**src/rtl/io_remap_pkg.sv**
```systemverilog
// Package io_remap_pkg
// Shared constants and helpers for the I/O aperture remapper.
// Assumes byte lanes are eight bits wide.
package io_remap_pkg;

    localparam int unsigned BYTE_W = 8;

    // True when n is a power of two no larger than max_n.
    function automatic logic len_is_legal(input int unsigned n, input int unsigned max_n);
        return (n != 0) && ((n & (n - 1)) == 0) && (n <= max_n);
    endfunction

endpackage

```
**src/rtl/io_addr_fold.sv**
```systemverilog
// Module io_addr_fold
// Folds a CPU aperture address into I/O space and adds the I/O base.
// Contiguous layout keeps CONTIG_W low bits. Sparse layout keeps
// SPARSE_LO_W low bits and moves PAGE_BITS page-number bits (starting at
// PAGE_SHIFT) down to sit just above them.
// Assumes SPARSE_LO_W + PAGE_BITS and CONTIG_W both fit in ADDR_W.
module io_addr_fold #(
    parameter int unsigned     ADDR_W      = 32,
    parameter logic [31:0]     IO_BASE     = 32'h8000_0000,
    parameter int unsigned     CONTIG_W    = 16,
    parameter int unsigned     SPARSE_LO_W = 5,
    parameter int unsigned     PAGE_SHIFT  = 12,
    parameter int unsigned     PAGE_BITS   = 15
) (
    input  logic              sparse_i,
    input  logic [ADDR_W-1:0] addr_i,
    output logic [ADDR_W-1:0] io_addr_o
);

    localparam logic [ADDR_W-1:0] BASE = IO_BASE[ADDR_W-1:0];

    logic [ADDR_W-1:0] contig_off;
    logic [ADDR_W-1:0] sparse_off;

    // Build the contiguous offset from the low address bits.
    always_comb begin
        contig_off = '0;
        contig_off[CONTIG_W-1:0] = addr_i[CONTIG_W-1:0];
    end

    // Build the sparse offset: low bits stay, page number slides down.
    always_comb begin
        sparse_off = '0;
        sparse_off[SPARSE_LO_W-1:0] = addr_i[SPARSE_LO_W-1:0];
        sparse_off[SPARSE_LO_W +: PAGE_BITS] = addr_i[PAGE_SHIFT +: PAGE_BITS];
    end

    // Select the layout and add the base.
    assign io_addr_o = BASE + (sparse_i ? sparse_off : contig_off);

endmodule

```
**src/rtl/io_lane_pack.sv**
```systemverilog
// Module io_lane_pack
// Places a CPU write value on little-endian byte lanes. Lane k receives
// value byte k when k < len_i. Disabled lanes are forced to zero.
// Assumes len_i has already been checked for legality by the caller.
module io_lane_pack #(
    parameter int unsigned LANES = 4,
    parameter int unsigned LEN_W = 3
) (
    input  logic [LEN_W-1:0]                          len_i,
    input  logic [LANES*io_remap_pkg::BYTE_W-1:0]     value_i,
    output logic [LANES*io_remap_pkg::BYTE_W-1:0]     lanes_o,
    output logic [LANES-1:0]                          be_o
);

    localparam int unsigned BW = io_remap_pkg::BYTE_W;

    // One enable and one masked byte per lane.
    for (genvar k = 0; k < LANES; k++) begin : g_lane
        assign be_o[k]              = (int'(len_i) > k);
        assign lanes_o[k*BW +: BW]  = be_o[k] ? value_i[k*BW +: BW] : '0;
    end

endmodule

```
**src/rtl/io_lane_unpack.sv**
```systemverilog
// Module io_lane_unpack
// Assembles read byte lanes into a zero-extended little-endian value:
// lane 0 becomes the least significant byte, lanes at or above len_i
// contribute zero.
// Assumes len_i is the byte count of the outstanding read.
module io_lane_unpack #(
    parameter int unsigned LANES = 4,
    parameter int unsigned LEN_W = 3
) (
    input  logic [LEN_W-1:0]                          len_i,
    input  logic [LANES*io_remap_pkg::BYTE_W-1:0]     lanes_i,
    output logic [LANES*io_remap_pkg::BYTE_W-1:0]     value_o
);

    localparam int unsigned BW = io_remap_pkg::BYTE_W;

    // Keep the lanes covered by the read and clear the others.
    for (genvar k = 0; k < LANES; k++) begin : g_lane
        assign value_o[k*BW +: BW] = (int'(len_i) > k) ? lanes_i[k*BW +: BW] : '0;
    end

endmodule

```
**src/rtl/io_aperture_remap.sv**
```systemverilog
// Module io_aperture_remap
// Accepts one CPU request at a time and samples the layout mode at
// acceptance. It issues a one-cycle PCI I/O request carrying the folded
// address and little-endian lanes, or pulses an error for an illegal byte
// count. It returns read data one cycle after the I/O response.
// Assumes the I/O side accepts every request strobe and that responses
// arrive only for reads.
module io_aperture_remap #(
    parameter int unsigned ADDR_W      = 32,
    parameter int unsigned LANES       = 4,
    parameter logic [31:0] IO_BASE     = 32'h8000_0000,
    parameter int unsigned CONTIG_W    = 16,
    parameter int unsigned SPARSE_LO_W = 5,
    parameter int unsigned PAGE_SHIFT  = 12,
    parameter int unsigned PAGE_BITS   = 15
) (
    input  logic                  clk,
    input  logic                  rst_n,
    input  logic                  sparse_mode,
    input  logic                  req_valid,
    output logic                  req_ready,
    input  logic [31:0]           req_addr,
    input  logic [2:0]            req_len,
    input  logic                  req_write,
    input  logic [31:0]           req_wdata,
    output logic                  io_valid,
    output logic [31:0]           io_addr,
    output logic                  io_write,
    output logic [2:0]            io_len,
    output logic [3:0]            io_be,
    output logic [31:0]           io_wdata,
    input  logic                  rsp_valid,
    input  logic [31:0]           rsp_data,
    output logic                  cpu_rvalid,
    output logic [31:0]           cpu_rdata,
    output logic                  cpu_err
);

    import io_remap_pkg::*;

    localparam int unsigned DATA_W = LANES * BYTE_W;
    localparam int unsigned LEN_W  = $clog2(LANES) + 1;

    logic [ADDR_W-1:0] fold_addr;
    logic [DATA_W-1:0] pack_lanes;
    logic [LANES-1:0]  pack_be;
    logic [DATA_W-1:0] unpack_val;
    logic              accept;
    logic              legal;
    logic              read_pend;

    // Address folding uses the live mode, so it is captured at acceptance.
    io_addr_fold #(
        .ADDR_W(ADDR_W), .IO_BASE(IO_BASE), .CONTIG_W(CONTIG_W),
        .SPARSE_LO_W(SPARSE_LO_W), .PAGE_SHIFT(PAGE_SHIFT), .PAGE_BITS(PAGE_BITS)
    ) u_fold (
        .sparse_i (sparse_mode),
        .addr_i   (req_addr[ADDR_W-1:0]),
        .io_addr_o(fold_addr)
    );

    io_lane_pack #(.LANES(LANES), .LEN_W(LEN_W)) u_pack (
        .len_i  (req_len[LEN_W-1:0]),
        .value_i(req_wdata[DATA_W-1:0]),
        .lanes_o(pack_lanes),
        .be_o   (pack_be)
    );

    io_lane_unpack #(.LANES(LANES), .LEN_W(LEN_W)) u_unpack (
        .len_i  (io_len[LEN_W-1:0]),
        .lanes_i(rsp_data[DATA_W-1:0]),
        .value_o(unpack_val)
    );

    // Acceptance and legality of the offered byte count.
    assign req_ready = !io_valid && !read_pend;
    assign accept    = req_valid && req_ready;
    assign legal     = len_is_legal(int'(req_len), LANES);

    // Strobes for issue and error, one cycle after acceptance.
    always_ff @(posedge clk) begin
        if (!rst_n) begin
            io_valid <= 1'b0;
            cpu_err  <= 1'b0;
        end else begin
            io_valid <= accept && legal;
            cpu_err  <= accept && !legal;
        end
    end

    // Capture the request fields, including the folded address.
    always_ff @(posedge clk) begin
        if (!rst_n) begin
            io_addr  <= '0;
            io_write <= 1'b0;
            io_len   <= '0;
            io_be    <= '0;
            io_wdata <= '0;
        end else if (accept) begin
            io_addr  <= 32'(fold_addr);
            io_write <= req_write;
            io_len   <= req_len;
            io_be    <= pack_be;
            io_wdata <= 32'(pack_lanes);
        end
    end

    // Track an outstanding read from its issue until its response.
    always_ff @(posedge clk) begin
        if (!rst_n) begin
            read_pend <= 1'b0;
        end else if (io_valid && !io_write) begin
            read_pend <= 1'b1;
        end else if (rsp_valid) begin
            read_pend <= 1'b0;
        end
    end

    // Return the assembled read value to the CPU.
    always_ff @(posedge clk) begin
        if (!rst_n) begin
            cpu_rvalid <= 1'b0;
            cpu_rdata  <= '0;
        end else begin
            cpu_rvalid <= rsp_valid && read_pend;
            if (rsp_valid && read_pend) begin
                cpu_rdata <= 32'(unpack_val);
            end
        end
    end

    AST_ERR_NO_ISSUE: assert property (@(posedge clk) disable iff (!rst_n)
        cpu_err |-> !io_valid);
    AST_SINGLE_STROBE: assert property (@(posedge clk) disable iff (!rst_n)
        io_valid |=> !io_valid);
    AST_READY_BLOCKED: assert property (@(posedge clk) disable iff (!rst_n)
        io_valid |-> !req_ready);
    AST_BE_SHAPE: assert property (@(posedge clk) disable iff (!rst_n)
        io_valid |-> (io_be == 4'h1 || io_be == 4'h3 || io_be == 4'hF));
    AST_RDATA_AFTER_RSP: assert property (@(posedge clk) disable iff (!rst_n)
        cpu_rvalid |-> $past(rsp_valid));
    AST_STRAY_RSP: assert property (@(posedge clk) disable iff (!rst_n)
        (rsp_valid && req_ready) |=> !cpu_rvalid);

endmodule

```
**config.mk**
```make
export PLATFORM = sky130hd
export DESIGN_NAME = io_aperture_remap
export DESIGN_NICKNAME = d
export VERILOG_FILES = /design/src/rtl/io_remap_pkg.sv /design/src/rtl/io_addr_fold.sv /design/src/rtl/io_lane_pack.sv /design/src/rtl/io_lane_unpack.sv /design/src/rtl/io_aperture_remap.sv
export SDC_FILE = /design/constraint.sdc
export NUM_CORES = 1
export LEC_CHECK = 0
export BUFFER_PORTS_ARGS = -buffer_cell sky130_fd_sc_hd__buf_2
export CAP_MARGIN = 10
export CORE_MARGIN = 5
export CORE_UTILIZATION = 48
export DETAILED_ROUTE_END_ITERATION = 8
export PLACE_DENSITY = 0.86
export REMOVE_ABC_BUFFERS = 1
export SYNTH_ARGS = -nofsm -noshare
export SYNTH_HDL_FRONTEND = slang
export SYNTH_SLANG_ARGS = --single-unit
```
**constraint.sdc**
```tcl
create_clock -name clk -period 4.3 [get_ports clk]
set_input_delay 0.43 -clock clk [delete_from_list [all_inputs] [get_ports clk]]
set_output_delay 0.43 -clock clk [all_outputs]
set_load 0.005 [all_outputs]
```
-- Yosys cells after proc, flatten, opt, wreduce, memory -nomap -nowiden
Cells that the tools add are included.
- output and inout bits: 108
- input bits: 105
- register bits after elaboration: 108
- logic and storage cells: 48
- reduce and logical (&&, ||, !) cells: 15
- add/sub/neg operators: 2
- order comparisons: 9
- bitwise logic cells: 1
- multiplexer cells: 11
- operator list (cell ; number):
    $mux 8 ; 8
    $add 32x32->32 const A ; 1
    $and 3x32->32 ; 1
    $logic_not 32->1 ; 1
    $mux 20 ; 1
    $gt 3x1->1 const B ; 4
    $gt 3x2->1 const B ; 4
    $logic_and 1x1->1 ; 8
    $logic_not 1->1 ; 4
    $sub 3x1->4 const B ; 1
    $le 3x3->1 const B ; 1
    $reduce_bool 3->1 ; 1
    $mux 1 ; 2
    $reduce_bool 2->1 ; 1

-- Logic depth before layout (Yosys ltp)
Gate-level depths: netlist (run 1).
- word-level depth: 7
- mapped depth: 7
- gate-level depth less buffers: 3

-- Hierarchy
Synthesis (run 1) repeated with hierarchy kept, for this count alone.
- cells, all modules: 586
- area, all modules: 5350.1 um^2
- by module, submodules not included (module ; times used ; cells each ; area an instance (um^2) ; sequential area each (um^2)):
    io_aperture_remap ; 1 ; 474 ; 4421.7 ; 2162.1
    io_addr_fold ; 1 ; 36 ; 342.8 ; 0.0
    io_lane_pack ; 1 ; 40 ; 300.3 ; 0.0
    io_lane_unpack ; 1 ; 36 ; 285.3 ; 0.0

-- Worst setup path after synthesis (run 1)
No wires, ideal clock.
- kind: input-to-reg
- start point: input req_len[2]
- end point: register io_be[0]
- path slack: 2.865 ns
- setup time: 0.138 ns
- cell stages on the path: 4
- arrival time: 1.297 ns
- cells stage by stage: or2_2 -> buf_2 -> o21ai_1 -> a21boi_0
- word-level cells in the longest chain between the ends: 1
- RTL lines (what ; line ; RTL):
    start, declared ; io_aperture_remap.sv:23 ; input logic [2:0] req_len,
    $gt 3x1->1 ; io_lane_pack.sv:19 ; assign be_o[k] = (int'(len_i) > k);
    end signal, assigned ; io_aperture_remap.sv:103 ; io_be <= pack_be;
    end, declared ; io_aperture_remap.sv:30 ; output logic [3:0] io_be,
Every way passes these cells.
A chain may end at the register's enable or synchronous reset.

-- Worst setup path in the final report (run 1)
- start point: register read_pend
- end point: register io_wdata[18]
- word-level cells in the longest chain between the ends: 3
- RTL lines (what ; line ; RTL):
    start, declared ; io_aperture_remap.sv:50 ; logic read_pend;
    start signal, assigned ; io_aperture_remap.sv:111 ; read_pend <= 1'b0;
    start signal, assigned ; io_aperture_remap.sv:113 ; read_pend <= 1'b1;
    start signal, assigned ; io_aperture_remap.sv:115 ; read_pend <= 1'b0;
    $logic_not 1->1 ; io_aperture_remap.sv:76 ; assign req_ready = !io_valid && !read_pend;
    $logic_and 1x1->1 ; io_aperture_remap.sv:76 ;
    $logic_and 1x1->1 ; io_aperture_remap.sv:77 ; assign accept = req_valid && req_ready;
    end signal, assigned ; io_aperture_remap.sv:104 ; io_wdata <= 32'(pack_lanes);
    end, declared ; io_aperture_remap.sv:31 ; output logic [31:0] io_wdata,
Every way passes these cells.

==> flow_metrics.env, run 1 <==
export IMPL_grt_pass1_vias=3504
export IMPL_synth_distinct_cells=30
export IMPL_chipHeight_um=99.2
export IMPL_fmax_mhz=450
export IMPL_p_sw_frac=0.262
export IMPL_clock_skew_ns=0.0114
export IMPL_ys_warn_count=0
export IMPL_placedCellCount=690
export IMPL_synth_flop_cell="dfxtp_1"
export IMPL_register_area_um2=1940
export IMPL_areaGrowthSynthToFinish_pct=29.7
export IMPL_detail_route_wl_per_cell_um=14.4
export IMPL_wirelength_mm=10.1
export IMPL_place_ws_ns=1.99
export IMPL_syn_inst=425
export IMPL_postCtsHoldBufs=0
export IMPL_syn_area_um2=3820
export IMPL_status="completed"
export IMPL_r2r_slack_ns=2.08
export IMPL_ys_async_sr_fraction=0
export IMPL_clk_pin_slew_ns=0.10
export IMPL_numCtsBuffers=9
export IMPL_r2r_cells=4
export IMPL_hpwl_mm=7.60
export IMPL_clock_root_buffer="clkbuf_8"
export IMPL_internal_power_mw=1.32
export IMPL_timing_rr_start="read_pend"
export IMPL_grt_pass1_wl_mm=16.2
export IMPL_synth_mux_area_frac=0.0288
export IMPL_p_clk_frac=0.342
export IMPL_path_max_fanout=34
export IMPL_cp_data_required_time_ns=4.58
export IMPL_power_switching_uw=469
export IMPL_clk_path_buf_depth=2
export IMPL_worst_setup_path_end_kind="register"
export IMPL_cpPeakStageDelay_ns=0.79
export IMPL_dieWidth_um=99.2
export IMPL_io_buffers=196
export IMPL_synth_seq_cells=97
export IMPL_finalCriticalPeriod_ns=2.22
export IMPL_fill_cells=671
export IMPL_tightest_slew_ns=1.06
export IMPL_yosys_area_share_simple=0.199
export IMPL_cpMaxStageDelayCell="nor3b_4"
export IMPL_synth_xor_area_frac=0.00229
export IMPL_worstReg2RegEnd="io_wdata[18]"
export IMPL_avgSynthCellArea_um2=8.99
export IMPL_synth_top_area_cell="dfxtp_1"
export IMPL_synth_top_family_by_area="simple AND/OR/NAND/NOR gates"
export IMPL_power_density_nw_per_um2=362
export IMPL_dr_pass1_iters=5
export IMPL_relSlewSlack=0.292
export IMPL_vias=3550
export IMPL_synth_edf_count=0
export IMPL_combPwrFrac=0.122
export IMPL_ant_nets=0
export IMPL_synth_adder_area_share=0
export IMPL_die_area_um2=9840
export IMPL_tritoncts="built"
export IMPL_row_count=32
export IMPL_ios=213
export IMPL_ir_drop_mv=0.222
export IMPL_arrival_ns=2.50
export IMPL_layout_nets=704
export IMPL_drive_gt1_frac=0.359
export IMPL_postCtsSetupBuffers=0
export IMPL_synthMostInstantiatedCell="dfxtp_1"
export IMPL_layout_cells_non_filler=706
export IMPL_setup_total_negative_slack_ns=0
export IMPL_start_util=0.494
export IMPL_h_tree_depth=3
export IMPL_timing_critical_path_cells="nor3b_4 -> buf_4 -> nand2_1 -> o21ai_1"
export IMPL_multi_input_area_um2=1660
export IMPL_grt_max_degree=72
export IMPL_yosysTopAreaCellShare=0.508
export IMPL_cp_start_kind="register"
export IMPL_hold_class="input pin to register"
export IMPL_holdPathStages=3
export IMPL_drt_iter0_drc=131
export IMPL_holdPathEnd="io_wdata[7]"
export IMPL_ys_top_cells_by_count="dfxtp_1, nand2_1, nand3_1"
export IMPL_ctsResizeCount=0
export IMPL_diodes=0
export IMPL_coreArea_um2=7730
export IMPL_ys_top_cells_by_area="dfxtp_1, nand2_1, a21boi_0"
export IMPL_grt_antenna_before_repair=0
export IMPL_drc=0
export IMPL_hp_start="req_wdata[7]"
export IMPL_slew_violations=0
export IMPL_cts_sinks=97
export IMPL_synth_compound_area_share=0.192
export IMPL_leakage_nw=2.43
export IMPL_seq_power_share=0.537
export IMPL_track_usage=0.200
export IMPL_min_period_over_period=0.517
export IMPL_rsz0062_at_grt="no"
export IMPL_synth_seq_area_share=0.508
export IMPL_path_class="register to register"
export IMPL_routabilityCongestion=0.884
export IMPL_drv_cap=0
export IMPL_layout_setup_ws_ns=2.08
export IMPL_report_final_hold_viol_count=0
export IMPL_clock_latency_ns=0.35
export IMPL_setup_viol=0
export IMPL_grt_overflow=0
export IMPL_avgViaCountPerCell=5.03
## cell type report
class                           instances  share of cell area
Sequential cell                        97               0.392
Clock inverter                          7              0.0174
Timing Repair Buffer                  199               0.203
Tap cell                              102              0.0258
Multi-Input combinational cell        290               0.336
Inverter                                2             0.00152
Clock buffer                            9              0.0250
## worst max-delay path: cells and delay by family, from the launching register on
family                 cells  cell delay, ns
AO/OA/AOI/OAI              1            0.21
flip-flops                 1            0.41
AND/OR/NAND/NOR            2            1.07
buffers and inverters      1            0.46
## per-layer routing
layer / global-route usage / vias up / share of wire
met5: 0 / - / 0
met4: 0.0525 / 0 / 0.0065
met3: 0.0898 / 6 / 0.12
met2: 0.341 / 148 / 0.49
met1: 0.229 / 1626 / 0.38
li1: - / 1770 / -
## worst max-delay path by stage
| stage | from | endpoint | slack, ns | cells past startpoint |
|---|---|---|---|---|
| final | read_pend | io_wdata[18] | 2.08 | 4 |
| after global routing | read_pend | io_wdata[18] | 1.91 | 4 |
| after CTS | read_pend | io_wdata[18] | 2.06 | 4 |
| after detailed placement | req_valid | io_wdata[18] | 1.99 | 5 |
| after global placement | req_valid | io_be[2] | 2.06 | 5 |
| after floorplan | req_valid | io_be[0] | 1.44 | 3 |
## through the flow
step | instance area [um2] | utilization | total power, mW | hold slack (ns)
finish | 4950 | 0.641 | 1.79 | 0.301
global route | 4950 | 0.641 | 1.89 | 0.278
CTS | 4950 | 0.641 | 1.81 | 0.283
detailed placement | 4740 | 0.614 | 1.20 | 0.444
global placement | 4740 | 0.614 | 1.19 | 0.436
floorplan | 3610 | - | 1.07 | 0.447
## registers in the layout (all words and copies together) (netlist names)
name and count:
cpu_rdata 32, io_wdata 32, io_addr 21, io_be 4, io_len 3, cpu_err 1, cpu_rvalid 1, io_valid 1
io_write 1, read_pend 1
## cell families (layout without fill, tap and decap cells)
kind of cell           count (synthesis)  after routing
other                                  1             11
AND/OR/NAND/NOR                      167            167
flip-flops                            97             97
AO/OA/AOI/OAI                        100            100
buffers and inverters                 48            217
multiplexers                          11             11
XOR/XNOR                               1              1
## cell usage in the layout, fill, tap and decap left out
master / instances
clkinvlp_4: 1
o21a_1: 1
o22ai_1: 1
bufinv_16: 1
clkbuf_8: 9
a21boi_0: 43
nor2_1: 4
clkinv_4: 2
inv_8: 2
conb_1: 11
mux2i_1: 11
nand3_1: 52
nor3b_4: 1
nor3b_1: 1
a22oi_1: 16
buf_2: 196
a21boi_1: 5
o311a_1: 1
buf_4: 3
o21ai_1: 11
nand2_1: 87
o21ai_0: 8
nor2b_1: 17
or3b_1: 1
inv_1: 2
o211a_1: 12
xor2_1: 1
dfxtp_1: 97
and2_1: 2
a21o_1: 2
and3_1: 1
or2_2: 1
inv_6: 1
## power groups by stage
| stage | combinational, mW | sequential [mW] | clock (mW) |
|---|---|---|---|
| finish | 0.218 | 0.961 | 0.612 |
| global route | 0.244 | 0.968 | 0.679 |
| CTS | 0.221 | 0.962 | 0.632 |
| detailed placement | 0.220 | 0.982 | 0 |
| global placement | 0.213 | 0.979 | 0 |
| floorplan | 0.0856 | 0.984 | 0 |
Note: power is estimated with default switching activity, not from simulation.
==> inputs of run 2 (changes only) <==
Settings changed: CORE_UTILIZATION 48 to 40, PLACE_DENSITY 0.86 to 0.76.
Clock period 4.3 ns to 1.95 ns, I/O delays scaled along.
==> run 2 against run 1 <==
  * Clock skew up 0.0066 ns
  * Die area up 18%
  * Clock power up 120%
  * Via count down 1.3%
  * Utilization down 10 points
  * Largest cell class unchanged
==> flow_metrics.env, run 2 (synthesis results as in run 1) <==
export IMPL_cts_sinks=97
export IMPL_cp_data_required_time_ns=2.21
export IMPL_hpwl_mm=7.38
export IMPL_clock_root_buffer="clkbuf_8"
export IMPL_tightest_slew_ns=0.590
export IMPL_slew_violations=0
export IMPL_drv_cap=0
export IMPL_path_class="register to register"
export IMPL_power_switching_mw=1.03
export IMPL_combPwrFrac=0.126
export IMPL_tritoncts="built"
export IMPL_h_tree_depth=3
export IMPL_path_max_fanout=49
export IMPL_track_usage=0.168
export IMPL_status="completed"
export IMPL_final_common_cell="buf_2"
export IMPL_hold_class="input pin to register"
export IMPL_grt_pass1_wl_mm=15.9
export IMPL_clock_skew_ns=0.0180
export IMPL_routabilityCongestion=0.745
export IMPL_vias=3504
export IMPL_setup_viol=0
export IMPL_layout_setup_ws_ns=0.425
export IMPL_grt_max_degree=113
export IMPL_final_cell_mix="buf_2, dfxtp_1, nand2_1, nand3_1, a21boi_0"
export IMPL_dieWidth_um=108
export IMPL_clock_latency_ns=0.35
export IMPL_whs_ns=0.0648
export IMPL_drive_gt1_frac=0.362
export IMPL_place_ws_ns=0.429
export IMPL_path_buf_inv=1
export IMPL_critPathTopFamily="flip-flops"
export IMPL_min_period_over_period=0.782
export IMPL_timing_critical_path_cells="or3b_1 -> buf_4 -> nand2_1 -> a21boi_0"
export IMPL_arrival_ns=1.79
export IMPL_ctsResizeCount=0
export IMPL_chipHeight_um=108
export IMPL_avgViaCountPerCell=4.75
export IMPL_layout_nets=707
export IMPL_ios=213
export IMPL_p_sw_frac=0.261
export IMPL_internal_power_mw=2.91
export IMPL_coreArea_um2=9280
export IMPL_report_final_hold_viol_count=0
export IMPL_cpPeakStageDelay_ns=0.51
export IMPL_drc=0
export IMPL_power_density_nw_per_um2=783
export IMPL_p_clk_frac=0.336
export IMPL_seq_power_share=0.538
export IMPL_finalCriticalPeriod_ns=1.53
export IMPL_io_buffers=196
export IMPL_row_count=35
export IMPL_areaGrowthSynthToFinish_pct=31.5
export IMPL_dr_pass1_iters=6
export IMPL_fin_util=0.541
export IMPL_postCtsHoldBufs=0
export IMPL_ir_drop_mv=0.434
export IMPL_fill_cells=888
export IMPL_leakage_nw=2.45
export IMPL_grt_pass1_vias=3359
export IMPL_rsz0062_at_grt="no"
export IMPL_design_power_total_mw=3.93
export IMPL_start_util=0.411
export IMPL_cp_start_kind="register"
export IMPL_grt_antenna_before_repair=1
export IMPL_cpMaxStageDelayCell="dfxtp_1"
export IMPL_numCtsBuffers=9
export IMPL_drt_iter0_drc=187
export IMPL_relSlewSlack=0.607
export IMPL_detail_route_wl_per_cell_um=14.0
export IMPL_worst_setup_path_end_kind="register"
export IMPL_postCtsSetupBuffers=0
export IMPL_clk_pin_slew_ns=0.11
export IMPL_clk_path_buf_depth=2
export IMPL_wirelength_mm=10.3
export IMPL_grt_overflow=0
export IMPL_die_area_um2=11600
export IMPL_ant_nets=0
export IMPL_reg_top3="cpu_rdata x32, io_wdata x32, io_addr x21"
export IMPL_fmax_mhz=656
run 2: layout make-up:
class                   count  area [um2]  share of cell area
multi-input cells         290        1660               0.331
diodes                      1        2.50            0.000498
flip-flops and latches     97        1940               0.386
well taps                 129         161              0.0321
repair buffers            202        1050               0.209
inverters                   2        7.51             0.00149
clock inverters             7        73.8              0.0147
clock buffers               9         124              0.0247
run 2: worst reg2reg max path, cell delays in order (launching register included):
cell      delay [ns]
dfxtp_1         0.51
or3b_1          0.17
buf_4           0.44
nand2_1         0.14
a21boi_0        0.19
run 2: metal layers:
metal / up-vias / track usage / share of wire
li1: 1777 / - / -
met1: 1585 / 0.197 / 0.41
met2: 128 / 0.288 / 0.49
met4: 0 / 0.0640 / 0.017
met5: - / 0 / 0
met3: 14 / 0.0522 / 0.084
run 2: stage by stage:
step	std cells	setup TNS, ns	cell area [um2]
final	737	0	5020
after global routing	737	0	5020
after CTS	736	0	5020
after detailed placement	720	0	4820
after global placement	720	0	4820
after floorplan	389	-35.82	3610
run 2: worst paths after layout:
check / startpoint / end / slack, ns / cells past startpoint
worst max-delay path: read_pend / io_wdata[15] / 0.42 / 4
worst min-delay path: req_wdata[7] / io_wdata[7] / 0.06 / 3
worst max register to register: read_pend / io_wdata[15] / 0.42 / 4
worst min register to register: io_wdata[10] / io_wdata[10] / 0.46 / 2
run 2: power groups by stage:
stage / Combinational, mW / Sequential [mW] / Clock (mW)
after floorplan: 0.189 / 2.17 / 0
after global placement: 0.485 / 2.16 / 0
after detailed placement: 0.503 / 2.16 / 0
after CTS: 0.504 / 2.12 / 1.37
after global routing: 0.556 / 2.13 / 1.45
final: 0.496 / 2.12 / 1.32
